[config.mk]
export PLATFORM = sky130hd
export DESIGN_NAME = pulse_swallow_div
export DESIGN_NICKNAME = d
export VERILOG_FILES = /design/src/rtl/pulse_swallow_div.sv
export SDC_FILE = /design/constraint.sdc
export NUM_CORES = 1
export LEC_CHECK = 0
export BUFFER_PORTS_ARGS = -buffer_cell sky130_fd_sc_hd__buf_2
export CAP_MARGIN = 20
export CORE_UTILIZATION = 62
export CTS_BUF_LIST = sky130_fd_sc_hd__clkbuf_4
export CTS_CLUSTER_DIAMETER = 80
export CTS_CLUSTER_SIZE = 25
export DETAILED_ROUTE_END_ITERATION = 16
export GPL_TIMING_DRIVEN = 0
export MAX_ROUTING_LAYER = met4
export PLACE_DENSITY = 0.87
export SKIP_CTS_REPAIR_TIMING = 1
export SYNTH_ARGS = -nofsm -noshare
export SYNTH_HDL_FRONTEND = slang
export SYNTH_SLANG_ARGS = --single-unit
[constraint.sdc]
create_clock -name clk -period 3 [get_ports clk]
set_input_delay 0.6 -clock clk [delete_from_list [all_inputs] [get_ports clk]]
set_output_delay 0.6 -clock clk [all_outputs]
set_load 0.02 [all_outputs]
[src/rtl/pulse_swallow_div.sv]
module pulse_swallow_div #(
  parameter int B_W = 13
) (
  input  logic             clk,
  input  logic             rst_n,
  input  logic [B_W+3:0]   div_word,
  input  logic             wide_mode,
  input  logic             pwr_dn,
  input  logic             pd_now,
  output logic             div_pulse,
  output logic             bad_word,
  output logic             pd_state
);
  localparam int W = B_W + 4;

  logic [B_W-1:0] in_b, cfg_b, nb, b_left;
  logic [3:0]     in_a, cfg_a, na, a_left;
  logic [4:0]     pre_cnt, plen_new, plen_run;
  logic           in_ok, cfg_wide, nwide, have_cfg, running;
  logic           frame_end, period_end, boundary, start_ok;

  assign in_b  = div_word[W-1:4];
  assign in_a  = wide_mode ? div_word[3:0] : {1'b0, div_word[2:0]};
  assign in_ok = (in_b >= B_W'(3)) && (in_b >= B_W'(in_a)) && (wide_mode || !div_word[3]);

  assign nb    = in_ok ? in_b : cfg_b;
  assign na    = in_ok ? in_a : cfg_a;
  assign nwide = in_ok ? wide_mode : cfg_wide;
  assign start_ok = in_ok || have_cfg;

  assign period_end = running && (pre_cnt == 5'd0);
  assign frame_end  = period_end && (b_left == B_W'(1));
  assign boundary   = !running || frame_end;

  // first prescaler period: swallow (P+1) if A > 0, else plain P
  assign plen_new = (nwide ? 5'd16 : 5'd8) - {4'd0, na == 4'd0};
  assign plen_run = (cfg_wide ? 5'd16 : 5'd8) - {4'd0, a_left <= 4'd1};

  always_ff @(posedge clk) begin
    if (!rst_n) begin
      div_pulse <= 1'b0;
      bad_word  <= 1'b0;
      pd_state  <= 1'b0;
      running   <= 1'b0;
      have_cfg  <= 1'b0;
      cfg_b     <= '0;
      cfg_a     <= '0;
      cfg_wide  <= 1'b0;
      pre_cnt   <= '0;
      a_left    <= '0;
      b_left    <= '0;
    end else begin
      bad_word  <= !in_ok;
      div_pulse <= 1'b0;
      if (pd_state) begin
        running <= 1'b0;
        if (!pwr_dn) pd_state <= 1'b0;
      end else if (pwr_dn && (pd_now || boundary)) begin
        pd_state  <= 1'b1;
        running   <= 1'b0;
        div_pulse <= frame_end && !pd_now;
      end else if (boundary) begin
        div_pulse <= frame_end;
        if (start_ok) begin
          running  <= 1'b1;
          have_cfg <= 1'b1;
          cfg_b    <= nb;
          cfg_a    <= na;
          cfg_wide <= nwide;
          b_left   <= nb;
          a_left   <= na;
          pre_cnt  <= plen_new;
        end else begin
          running  <= 1'b0;
        end
      end else if (period_end) begin
        b_left  <= b_left - B_W'(1);
        if (a_left != 4'd0) a_left <= a_left - 4'd1;
        pre_cnt <= plen_run;
      end else begin
        pre_cnt <= pre_cnt - 5'd1;
      end
    end
  end

  assert_pulse_single_R1: assert property (@(posedge clk) disable iff (!rst_n)
    div_pulse |=> !div_pulse);

  assert_low_b_flag_R3: assert property (@(posedge clk) disable iff (!rst_n)
    (div_word[W-1:4] < B_W'(3)) |=> bad_word);

  assert_reserved_bit_R3: assert property (@(posedge clk) disable iff (!rst_n)
    (!wide_mode && div_word[3]) |=> bad_word);

  assert_no_cfg_quiet_R5: assert property (@(posedge clk) disable iff (!rst_n)
    !have_cfg |-> !div_pulse);

  assert_pd_immediate_R7: assert property (@(posedge clk) disable iff (!rst_n)
    (pwr_dn && pd_now) |=> (pd_state && !div_pulse));

  assert_pd_deferred_R8: assert property (@(posedge clk) disable iff (!rst_n)
    (pwr_dn && !pd_now && !pd_state && running && !frame_end) |=> !pd_state);

  assert_pd_quiet_R9: assert property (@(posedge clk) disable iff (!rst_n)
    (pd_state && $past(pd_state)) |-> !div_pulse);
endmodule

==> metrics.cfg <==
[status]
status=finished clean

[place]
dpl_cell_area_sq_um=3000
hpwl_um=5550
gp_congestion=0.966
portBuffers=23

[setup_path]
cp_slowest_stage_delay_ps=560
cp_num_buf_inv=3
start_kind=input pin
crit_top_cell=nand2_1
critPathKind=in -> reg
cp_cell_sequence=buf_2 > nor4_1 > nor4b_4 > o21ai_2 > and2_4 > buf_6 > buf_6 > nand2_1 > nand2_1 > ha_1 > a21oi_1 > nand2_1 > o211a_1
crit_required_ps=3290
critPathMaxFanout=10
crit_family=simple AND/OR/NAND/NOR gates
end_kind=flip-flop
slowest_stage=nor4_1
cp.arrival_ps=3050

[yosys]
syn_inst=350
synth_area_leaders=dfxtp_1 (32%), nand2_1 (7.9%), ha_1 (4.9%)
synth_largest_area_cell=dfxtp_1
syn-cell-area_sq_um=2820
synthFlopType=dfxtp_1
synth_fp_nets=383
avgSynthCellArea_sq_um=8.05
ys_warn_count=0
synth_edf_count=0
yosysSeqAreaShare=0.320
synth_top_area_frac=0.320
async_flop_share=0
ys_types=62
ys_seq_elements=45

[clocking]
clk_pin_slew_ps=140
htree_levels=2
insertion_delay_ps=380
clk_path_buf_depth=2
root_buffer=clkbuf_4
clock_sinks=45
cts_tree=yes
numCtsBuffers=5

[pwr]
power_density_nw_per_um2=531
irDropWorstVdd_v=0.000404
total_power_mw=1.63
power.leakage_nw=1.32

[global_route]
grt_pass1_wl_um=12600
first_global_vias=2624
overflow=0
grt_max_degree=15
grt_usage=0.340
antenna_found_initial=0

[die]
start_util=0.647
core_sq_um=4350
dieArea_sq_um=4820
rows=24
die_w_um=69.4
die-height_um=69.4
num_io_pins=25

[drt]
avgViaCountPerCell=6.48
wl_um=7630
detail_route.first_pass.iterations=5
dr_total_vias=2808
drc=0
initialDrtViolationCount=415
drtAntennaViolNets=0
wire_per_inst_um=17.6

[timing]
rsz0062_at_grt=no
fin_crit_ps=2760
hold_viol=0
tightest_slew_ps=600
drv_slew=0
clock.fmax_mhz=362
maxSlewHeadroom=0.596
fin_worst_skew_ps=12.9
final-setup-viol-count=0
min_period_over_period=0.921

[flow_run]
maxCapViolations=0

[final_layout]
area_growth_pct=9.19
diodes=0
layout.nets=413
post-route-util=0.707
finalInstanceArea_sq_um=3080
drive_gt1_frac=0.152

[min_path]
hold_class=in -> reg

## area by class of cell
class | instances | area [sq um]
Clock inverter | 3 | 41.3
Multi-Input combinational cell | 270 | 1750
Tap cell | 52 | 65.1
Fill cell | 341 | 1280
Sequential cell | 45 | 901
Buffer | 23 | 123
Clock buffer | 5 | 37.5
Inverter | 12 | 45.0
Timing Repair Buffer | 23 | 115
## Yosys cell counts, drive strengths merged, types with 4 or more instances
| master | number |
|---|---|
| nor2 | 18 |
| a21oi | 18 |
| a41o | 5 |
| o21ai | 26 |
| nand2 | 60 |
| nor2b | 17 |
| nand3 | 13 |
| nand4 | 4 |
| and2 | 10 |
| o22ai | 4 |
| nor4 | 5 |
| a21boi | 5 |
| mux2i | 14 |
| a211oi | 5 |
| buf | 8 |
| inv | 12 |
| clkbuf | 15 |
| ha | 11 |
| nor3 | 8 |
| a32o | 4 |
| dfxtp | 45 |
| and3 | 4 |
## registers in the layout, summed over array words and instances (netlist names)
name,cells
b_left,13
cfg_b,13
pre_cnt,5
a_left,4
cfg_a,4
bad_word,1
cfg_wide,1
div_pulse,1
have_cfg,1
pd_state,1
running,1
## per-layer routing
metal / GRT usage / wire length [um]
met4: 0.125 / 242
met2: 0.531 / 3400
met3: 0.0640 / 625
met1: 0.441 / 3360
met5: - / 0
## through the flow
step | TNS, ps | setup WS (ps) | cells | hold WS [ps]
2_1_floorplan | 0 | 287 | 350 | 438
3_3_place_gp | -43.3 | -43.3 | 425 | 452
3_5_place_dp | -139 | -111 | 425 | 462
4_1_cts | 0 | 285 | 433 | 477
5_1_grt | 0 | 105 | 433 | 491
6_report | 0 | 238 | 433 | 481
## placed cells by master, fill, tap and decap left out, types with 2 or more instances in the layout
cell / instances
o21ai_0: 22
nor2_1: 18
a31oi_1: 2
nand3_1: 13
a311oi_1: 2
buf_6: 2
clkbuf_4: 6
nor3_1: 7
a21boi_0: 3
ha_1: 11
a32o_1: 4
o21ai_2: 3
nand4_1: 4
buf_4: 4
a211oi_1: 5
a41o_1: 5
a21boi_1: 2
mux2i_1: 13
xnor2_1: 2
buf_2: 25
nor4_1: 4
a21oi_1: 18
nand2b_1: 2
inv_1: 12
o211ai_1: 2
a311o_1: 2
nand2_1: 59
or4_1: 2
a31o_1: 2
and3_1: 4
dfxtp_1: 45
o22ai_1: 4
and2_1: 8
nor4b_1: 2
and2_4: 2
clkbuf_1: 14
nor2b_1: 17
o211a_1: 2
## final timing paths
check / startpoint / cells past startpoint / end / slack, ps
min reg2reg: a_left[1] / 2 / a_left[1] / 490
max reg2reg: pre_cnt[0] / 11 / b_left[2] / 320
min: pwr_dn / 2 / pd_state / 480
max: div_word[12] / 13 / pre_cnt[3] / 240
## logic make-up (layout without fill, tap and decap cells)
group | after synthesis | count (layout) | synth area share
compound gates | 89 | 89 | 0.222
xor+xnor | 2 | 2 | 0.00622
fa+ha+maj | 11 | 11 | 0.0488
buf+inv | 35 | 66 | 0.0595
flops | 45 | 45 | 0.320
mux | 16 | 16 | 0.0635
simple gates | 152 | 152 | 0.281
## where the power goes
group | leakage, nW | internal [mW] | switching, mW
clock network | 0.0389 | 0.173 | 0.215
registers | 0.369 | 0.656 | 0.0510
logic | 0.908 | 0.210 | 0.331
total | 1.32 | 1.04 | 0.596
Power figures use the tool's default switching activity.
